==> src/rtl/stk_pkg.sv <==
package stk_pkg;

    localparam int STK_AW    = 7;
    localparam int STK_DW    = 8;
    localparam int STK_DEPTH = 1 << STK_AW;
    localparam logic [15:0] STK_BASE = 16'(32'h0200 - STK_DEPTH);

    typedef enum logic [2:0] {
        OP_NOP  = 3'd0,
        OP_PUSH = 3'd1,
        OP_POP  = 3'd2,
        OP_CALL = 3'd3,
        OP_RET  = 3'd4,
        OP_INT  = 3'd5,
        OP_IRET = 3'd6,
        OP_RSP  = 3'd7
    } stk_op_e;

    typedef enum logic [2:0] {
        DST_BYTE = 3'd0,
        DST_PCL  = 3'd1,
        DST_PCH  = 3'd2,
        DST_X    = 3'd3,
        DST_A    = 3'd4,
        DST_CC   = 3'd5
    } stk_dst_e;

    typedef struct packed {
        logic [7:0] pcl;
        logic [7:0] pch;
        logic [7:0] x;
        logic [7:0] a;
        logic [7:0] cc;
    } stk_ctx_t;

    function automatic logic [2:0] op_len(stk_op_e op);
        case (op)
            OP_NOP:           return 3'd0;
            OP_CALL, OP_RET:  return 3'd2;
            OP_INT, OP_IRET:  return 3'd5;
            default:          return 3'd1;
        endcase
    endfunction

    function automatic logic op_writes(stk_op_e op);
        return (op == OP_PUSH) || (op == OP_CALL) || (op == OP_INT);
    endfunction

    function automatic logic op_reads(stk_op_e op);
        return (op == OP_POP) || (op == OP_RET) || (op == OP_IRET);
    endfunction

    function automatic stk_dst_e pop_dst(stk_op_e op, logic [2:0] step);
        if (op == OP_RET)
            return (step == 3'd0) ? DST_PCH : DST_PCL;
        if (op == OP_IRET) begin
            case (step)
                3'd0:    return DST_CC;
                3'd1:    return DST_A;
                3'd2:    return DST_X;
                3'd3:    return DST_PCH;
                default: return DST_PCL;
            endcase
        end
        return DST_BYTE;
    endfunction

    function automatic logic [7:0] push_byte(stk_op_e op, logic [2:0] step,
                                             stk_ctx_t ctx, logic [7:0] data);
        if (op == OP_PUSH)
            return data;
        case (step)
            3'd0:    return ctx.pcl;
            3'd1:    return ctx.pch;
            3'd2:    return ctx.x;
            3'd3:    return ctx.a;
            default: return ctx.cc;
        endcase
    endfunction

endpackage

==> src/rtl/stk_ptr.sv <==
module stk_ptr #(
    parameter int AW = stk_pkg::STK_AW
) (
    input  logic          clk,
    input  logic          rst,
    input  logic          rsp,
    input  logic          ld,
    input  logic [AW-1:0] ld_val,
    input  logic          dec,
    input  logic          inc,
    output logic [AW-1:0] idx
);

    always_ff @(posedge clk) begin
        if (rst || rsp)
            idx <= '1;
        else if (ld)
            idx <= ld_val;
        else if (dec)
            idx <= idx - 1'b1;
        else if (inc)
            idx <= idx + 1'b1;
    end

endmodule

==> src/rtl/stk_ram.sv <==
module stk_ram #(
    parameter int AW = stk_pkg::STK_AW,
    parameter int DW = stk_pkg::STK_DW
) (
    input  logic          clk,
    input  logic          we,
    input  logic [AW-1:0] waddr,
    input  logic [DW-1:0] wdata,
    input  logic [AW-1:0] raddr,
    output logic [DW-1:0] rdata
);

    localparam int DEPTH = 1 << AW;

    logic [DW-1:0] mem [DEPTH];

    always_ff @(posedge clk) begin
        if (we)
            mem[waddr] <= wdata;
    end

    assign rdata = mem[raddr];

endmodule

==> src/rtl/stk_seq.sv <==
module stk_seq
    import stk_pkg::*;
(
    input  logic       clk,
    input  logic       rst,
    input  logic       req_valid,
    input  logic [2:0] req_op,
    input  logic [7:0] push_data,
    input  stk_ctx_t   ctx_in,
    input  logic       sp_ld,
    input  logic [7:0] rd_byte,
    output logic       p_rsp,
    output logic       p_ld,
    output logic       p_dec,
    output logic       p_inc,
    output logic       ram_we,
    output logic [7:0] ram_wdata,
    output logic       busy,
    output logic       done,
    output logic [7:0] pop_data,
    output stk_ctx_t   res
);

    logic       active_q;
    stk_op_e    op_q;
    logic [2:0] step_q;
    stk_ctx_t   ctx_q;

    stk_op_e    cur_op;
    logic [2:0] cur_step;
    stk_ctx_t   cur_ctx;
    logic       accept;
    logic       fire;
    logic       last;
    stk_dst_e   dst;

    always_comb begin
        accept   = !active_q && req_valid && (stk_op_e'(req_op) != OP_NOP);
        cur_op   = active_q ? op_q   : stk_op_e'(req_op);
        cur_step = active_q ? step_q : 3'd0;
        cur_ctx  = active_q ? ctx_q  : ctx_in;
        fire     = active_q || accept;
        last     = (cur_step == (op_len(cur_op) - 3'd1));
        dst      = pop_dst(cur_op, cur_step);
        p_dec    = fire && op_writes(cur_op);
        p_inc    = fire && op_reads(cur_op);
        p_rsp    = fire && (cur_op == OP_RSP);
        p_ld     = sp_ld && !active_q && !req_valid;
        ram_we   = p_dec;
        ram_wdata = push_byte(cur_op, cur_step, cur_ctx, push_data);
    end

    always_ff @(posedge clk) begin
        if (rst) begin
            active_q <= 1'b0;
            op_q     <= OP_NOP;
            step_q   <= 3'd0;
            ctx_q    <= '0;
            done     <= 1'b0;
            pop_data <= '0;
            res      <= '0;
        end else begin
            done <= fire && last;
            if (fire) begin
                active_q <= !last;
                op_q     <= cur_op;
                step_q   <= cur_step + 3'd1;
                ctx_q    <= cur_ctx;
                if (p_inc) begin
                    case (dst)
                        DST_PCL: res.pcl  <= rd_byte;
                        DST_PCH: res.pch  <= rd_byte;
                        DST_X:   res.x    <= rd_byte;
                        DST_A:   res.a    <= rd_byte;
                        DST_CC:  res.cc   <= rd_byte;
                        default: pop_data <= rd_byte;
                    endcase
                end
            end
        end
    end

    assign busy = active_q;

endmodule

==> src/rtl/stack_engine.sv <==
module stack_engine
    import stk_pkg::*;
#(
    parameter int AW = STK_AW,
    parameter int DW = STK_DW
) (
    input  logic        clk,
    input  logic        rst,
    input  logic        req_valid,
    input  logic [2:0]  req_op,
    input  logic [7:0]  push_data,
    input  logic [15:0] pc_in,
    input  logic [7:0]  x_in,
    input  logic [7:0]  a_in,
    input  logic [7:0]  cc_in,
    input  logic        sp_ld,
    input  logic [7:0]  sp_ld_val,
    output logic        busy,
    output logic        done,
    output logic [15:0] sp_out,
    output logic [7:0]  pop_data,
    output logic [15:0] ret_pc,
    output logic [7:0]  ret_x,
    output logic [7:0]  ret_a,
    output logic [7:0]  ret_cc
);

    logic [AW-1:0] idx;
    logic          p_rsp, p_ld, p_dec, p_inc;
    logic          ram_we;
    logic [DW-1:0] ram_wdata;
    logic [DW-1:0] rd_byte;
    stk_ctx_t      ctx_in;
    stk_ctx_t      res;

    assign ctx_in = '{pcl: pc_in[7:0], pch: pc_in[15:8], x: x_in, a: a_in, cc: cc_in};

    stk_seq u_seq (
        .clk       (clk),
        .rst       (rst),
        .req_valid (req_valid),
        .req_op    (req_op),
        .push_data (push_data),
        .ctx_in    (ctx_in),
        .sp_ld     (sp_ld),
        .rd_byte   (rd_byte),
        .p_rsp     (p_rsp),
        .p_ld      (p_ld),
        .p_dec     (p_dec),
        .p_inc     (p_inc),
        .ram_we    (ram_we),
        .ram_wdata (ram_wdata),
        .busy      (busy),
        .done      (done),
        .pop_data  (pop_data),
        .res       (res)
    );

    stk_ptr #(.AW(AW)) u_ptr (
        .clk    (clk),
        .rst    (rst),
        .rsp    (p_rsp),
        .ld     (p_ld),
        .ld_val (sp_ld_val[AW-1:0]),
        .dec    (p_dec),
        .inc    (p_inc),
        .idx    (idx)
    );

    stk_ram #(.AW(AW), .DW(DW)) u_ram (
        .clk   (clk),
        .we    (ram_we),
        .waddr (idx),
        .wdata (ram_wdata),
        .raddr (idx + 1'b1),
        .rdata (rd_byte)
    );

    assign sp_out = STK_BASE | 16'(idx);
    assign ret_pc = {res.pch, res.pcl};
    assign ret_x  = res.x;
    assign ret_a  = res.a;
    assign ret_cc = res.cc;

endmodule

==> config.mk <==
export PLATFORM = sky130hd
export DESIGN_NAME = stack_engine
export DESIGN_NICKNAME = d
export VERILOG_FILES = /design/src/rtl/stk_pkg.sv /design/src/rtl/stk_ptr.sv /design/src/rtl/stk_ram.sv /design/src/rtl/stk_seq.sv /design/src/rtl/stack_engine.sv
export SDC_FILE = /design/constraint.sdc
export NUM_CORES = 1
export LEC_CHECK = 0
export CAP_MARGIN = 15
export CORE_ASPECT_RATIO = 1.5
export CORE_UTILIZATION = 25
export CTS_CLUSTER_SIZE = 10
export DETAILED_ROUTE_END_ITERATION = 16
export PLACE_DENSITY = 0.4
export SETUP_SLACK_MARGIN = 0.1
export SYNTH_ARGS = -nofsm -noshare
export SYNTH_HDL_FRONTEND = slang
export SYNTH_SLANG_ARGS = --single-unit
==> constraint.sdc <==
create_clock -name clk -period 13.3 [get_ports clk]
set_clock_uncertainty 0.15 [all_clocks]
set_input_delay 3.325 -clock clk [delete_from_list [all_inputs] [get_ports clk]]
set_output_delay 3.325 -clock clk [all_outputs]
set_load 0.03 [all_outputs]
# Word-level counts from Yosys, hierarchy flattened
# Memory sizes are Yosys's and may differ from the RTL's.
# Index checks and enable logic that the tools add are counted.
word_totals:
  regBits: 103
  latchBits: 0
  ram_bits: 1024
  mem_bits_ro: 0
  inputBits: 63
  output_inout_bits: 66
  wordCells: 90
  mem_count: 1
op_classes:
  add_sub_neg: 4
  n_mul: 0
  div_mod_pow: 0
  magnitude_cmp: 0
  eq_ne: 16
  shifts: 0
  n_mux: 22
  bitwise_logic: 1
  reduce_logical: 30
memory_table:
  columns: ["name", "words", "width", "rd", "rd_clocked_by_memory_dff", "wr", "line", "source"]
  rows:
  - ["u_ram.mem", 128, 8, 1, 0, 1, "stk_ram.sv:15", "logic [DW-1:0] mem [DEPTH];"]
op_table:
  columns: ["op", "count"]
  rows:
  - ["2-to-1 mux 40 bit", 1]
  - ["one-hot mux 8 bit (4 select lines)", 1]
  - ["2-to-1 mux 7 bit", 3]
  - ["== test 3 x 2 -> 1 bit (second input constant)", 6]
  - ["== test 3 bit (second input constant)", 6]
  - ["2-to-1 mux 3 bit", 6]
  - ["AND reduction 3 bit", 6]
  - ["2-to-1 mux 8 bit", 2]
  - ["one-hot mux 3 bit (4 select lines)", 1]
  - ["== test 3 x 1 -> 1 bit (second input constant)", 3]
  - ["one-hot mux 3 bit (3 select lines)", 1]
  - ["logical AND 1 bit", 8]
  - ["adder 7 x 1 -> 7 bit (second input constant)", 1]
  - ["subtractor 7 x 1 -> 7 bit (second input constant)", 1]
  - ["logical NOT 3 bit", 2]
  - ["logical OR 1 bit", 6]
  - ["2-to-1 mux 1 bit", 6]
  - ["nonzero test 3 bit", 2]
  - ["OR reduction 5 bit", 1]
  - ["OR reduction 2 bit", 2]
  - ["adder 3 x 1 -> 3 bit (second input constant)", 1]
  - ["== test 3 bit", 1]
  - ["logical NOT 1 bit", 3]
  - ["subtractor 3 x 1 -> 3 bit (second input constant)", 1]
  - ["other kinds (2)", 2]

# Depth between registers and ports, before layout
depth:
  ltp_word: 11
  ltp_mapped: 17
  ltp_nobuf: 9

# Cells and area by module
# Synthesis repeated with hierarchy kept, for this count alone.
unflattened:
  cells_unflattened: 2214
  area_unflattened_um2: 44601.5
modules_own_cells:
  columns: ["mod", "instances", "cells_per_inst", "area_each_um2"]
  rows:
  - ["stk_ram", 1, 1627, 39505.4]
  - ["stk_seq", 1, 494, 4311.6]
  - ["stk_ptr", 1, 70, 611.8]
  - ["stack_engine", 1, 23, 172.7]

# Worst setup path after synthesis
# Ideal clock, no wire load.
synth_path:
  kind: "in2reg"
  start: "input req_op[0]"
  end: "memory u_ram.mem[0][5] (netlist name) (data pin)"
  arrival_ps: 8936
  required_ps: 11953
  slack_ps: 3018
  path_stages: 5
  path_buffers: 1
  path_cell_list: "mux2i_1 > nand2b_1 > nor2_1 > clkbuf_1 > o21ai_0"
synth_between:
  elab_chain_len: 4
synth_lines:
  columns: ["element", "line", "source"]
  rows:
  - ["from (decl)", "stack_engine.sv:10", "input logic [2:0] req_op,"]
  - ["2-to-1 mux 3 bit", "stk_seq.sv:39", "cur_op = active_q ? op_q : stk_op_e'(req_op);"]
  - ["== test 3 x 1 -> 1 bit", "stk_pkg.sv:70", "if (op == OP_PUSH)"]
  - ["2-to-1 mux 1 bit", "stk_pkg.sv:70", null]
  - ["2-to-1 mux 8 bit", "stk_pkg.sv:72", "case (step)"]
  - ["via ram_wdata[5]", "stack_engine.sv:31", "logic [DW-1:0] ram_wdata;"]
  - ["to (decl)", "stk_ram.sv:15", null]
# The timed path passes the listed nets, and every way through them passes these cells.

# Worst setup path after layout
layout_path:
  start: "input req_op[0]"
  end: "memory u_ram.mem[67][5] (netlist name) (data pin)"
# The elaborated chain is that of the path after synthesis.

==> out/metrics.cfg <==
[layout]
final_cell_mix=edfxtp_1, nand2_1, mux4_2
nNetsFinal=2755
regArea_sq_um=32800
syn_to_final_growth_pct=16.5
multi_input_area_sq_um=11300
drive_above_1_share_pct=18.6
layout.cells.most_common=edfxtp_1
fillers=17592
design_area_sq_um=52300

[clock_tree]
cts_sinks=1127
clockBufferDepth=3
clk_root_buffer_cell=clkbuf_16
h-tree-depth=4
worstSkewPairLatency_ns=0.75
clk_pin_slew_ns=0.06
ctsHoldBuffers=0
numCtsBuffers=131
cts_resized=0
cts_tree=done
post_cts_buffers=0

[setup_path]
path_cells=clkdlybuf4s50_1 > mux2i_1 > nand2b_1 > nor2_2 > buf_4 > o21ai_4 > buf_4
critical_path.max_stage_delay_ns=0.86
r2r.worst_path.cells=11
r2r_end=u_seq.res[3]
startpoint_type=input pin
r2r_slack_ns=6.99
cp_common_cell=buf_4
rr_startpoint=u_ptr.idx[0]
arrival_ns=7.00
crit_type=input pin to register
slowest_stage=o21ai_4
cp_max_fo=88
critPathCaptureType=register
crit_required_ns=13.51

[run_status]
violations=design-rule violations
status=complete, but fails checks

[route]
vias=23918
drt-pass1-iter-count=11
wire_per_inst_microns=26.3
dr.first_iter.drc_count=1531
routed_wl_microns=132000
via_per_inst=4.76
detail-route-antenna-nets=0
drc_errors=1

[placement]
io_buffers=118
dpl_cell_area_sq_um=48600
hpwl_microns=80100
globalplace.congestion=0.770

[floorplanning]
num_rows=190
num_io_pins=129
dieArea_sq_um=181000
initial_utilization_pct=25.1
coreArea_sq_um=178000
die_w_microns=348
die_y_microns=521

[power]
irDropWorstVdd_v=0.000188
p_leak_nw=16.0
powerDensity_nw_per_um2=211

[timing]
setup_viol=0
fin_crit_sh_pct=51.1
clock.fmax_mhz=147
tns_ns=0
worstMarginPinSlew_ns=1.18
min_period_ns=6.79
hold_slack_ns=0.301
grt_setup_unrepaired=false
max-slew-margin-rel_pct=21.5
hold_violations=0
drv_slew=0

[synth]
ys_types=77
synthesis.instances=2539
seq_area_frac_synth_pct=73.2
synth_edf_count=1024
async_flop_share_pct=0
synth_area_per_cell_sq_um=17.7
synth_area_sq_um=44800
synth_seq_cells=1127
yosysWarnings=0
synth_ff_type=edfxtp_1

[worst_hold_path]
hold_end=u_seq.ctx_q[6]
holdPathStages=2
hp-start=u_seq.ctx_q[6]
min_path_type=register to register

[global_routing]
grt-ovfl-total=0
grt_usage_pct=14.6
grt_pass1_vias=25498
antenna_found_initial=2
grt_max_degree=102
grt_pass1_wl_microns=190000

[flow_run]
maxCapViolCount=0

[cell usage after synthesis (30+ instances only)]
master | instances | area (sq um)
edfxtp_1 | 1024 | 30700
nand2_1 | 281 | 1050
mux4_2 | 247 | 5560
nor2_1 | 176 | 661
nand3_1 | 108 | 541
dfxtp_1 | 103 | 2060
a21oi_1 | 81 | 405
buf_2 | 55 | 275
clkbuf_1 | 50 | 188
buf_4 | 41 | 308
a31oi_1 | 35 | 219
a22o_1 | 34 | 298
o21ai_0 | 32 | 160
mux2i_1 | 30 | 300
[layout make-up]
class | count | share of cell area, %
clock inverters | 11 | 0.244
diodes | 1 | 0.00479
well taps | 2304 | 5.52
flip-flops and latches | 1127 | 62.8
repair buffers | 173 | 3.11
multi-input cells | 1247 | 21.5
clock buffers | 158 | 6.73
inverters | 8 | 0.0575
[per-layer routing]
layer  part of all wire, %  global-route usage [%]
met3                   4.2                    2.22
met5                     0                       0
met4                   2.9                    4.76
met2                    53                    26.5
met1                    40                    17.4
[worst max-delay path by stage]
stage                       endpoint       from  slack, ns
floorplan            u_ram.mem[0][5]  req_op[0]       3.02
detailed placement   u_ram.mem[4][5]  req_op[0]       5.72
global route        u_ram.mem[67][5]  req_op[0]       6.33
finish              u_ram.mem[67][5]  req_op[0]       6.51
global placement     u_ram.mem[0][5]  req_op[0]       5.87
CTS                 u_ram.mem[81][5]  req_op[0]       6.52
[worst max-delay path: cells and delay by family]
| family | cells | cell delay [ns] |
|---|---|---|
| AO/OA/AOI/OAI | 1 | 0.86 |
| multiplexers | 1 | 0.72 |
| AND/OR/NAND/NOR | 2 | 0.31 |
| buffers and inverters | 3 | 1.54 |
[where the power goes]
group / leakage (nW) / total [mW] / switching, mW / internal (mW)
registers: 10.0 / 4.35 / 0.0495 / 4.30
logic: 4.23 / 3.48 / 2.40 / 1.07
clock network: 1.78 / 3.23 / 1.38 / 1.85
total: 16.0 / 11.0 / 3.83 / 7.21
[flip-flops by register name, indices dropped and copies added (netlist names)]
name            flops
u_ptr.idx           7
u_ram.mem        1024
u_seq.busy          1
u_seq.ctx_q        40
u_seq.done          1
u_seq.op_q          3
u_seq.pop_data      8
u_seq.res          40
u_seq.step_q        3
[cells by family (layout without fill, tap and decap cells)]
group	count (synthesis)	after routing	share of synthesized area, %
flops	1127	1127	73.2
buf+inv	172	350	2.13
simple gates	636	636	6.17
compound gates	293	293	4.45
mux	291	291	13.6
xor+xnor	14	14	0.324
fa+ha+maj	4	4	0.112
other cells	2	10	0.0167
[per-stage QoR]
step	cells	total power [mW]	util [%]	setup slack [ns]
after floorplan	2546	6.60	-	3.02
after global placement	4857	7.93	27.3	5.87
after detailed placement	4858	7.99	27.3	5.72
after CTS	5027	11.2	29.3	6.52
after global routing	5029	11.5	29.3	6.33
final	5029	11.0	29.3	6.51
Note: power is estimated with default switching activity, not from simulation.
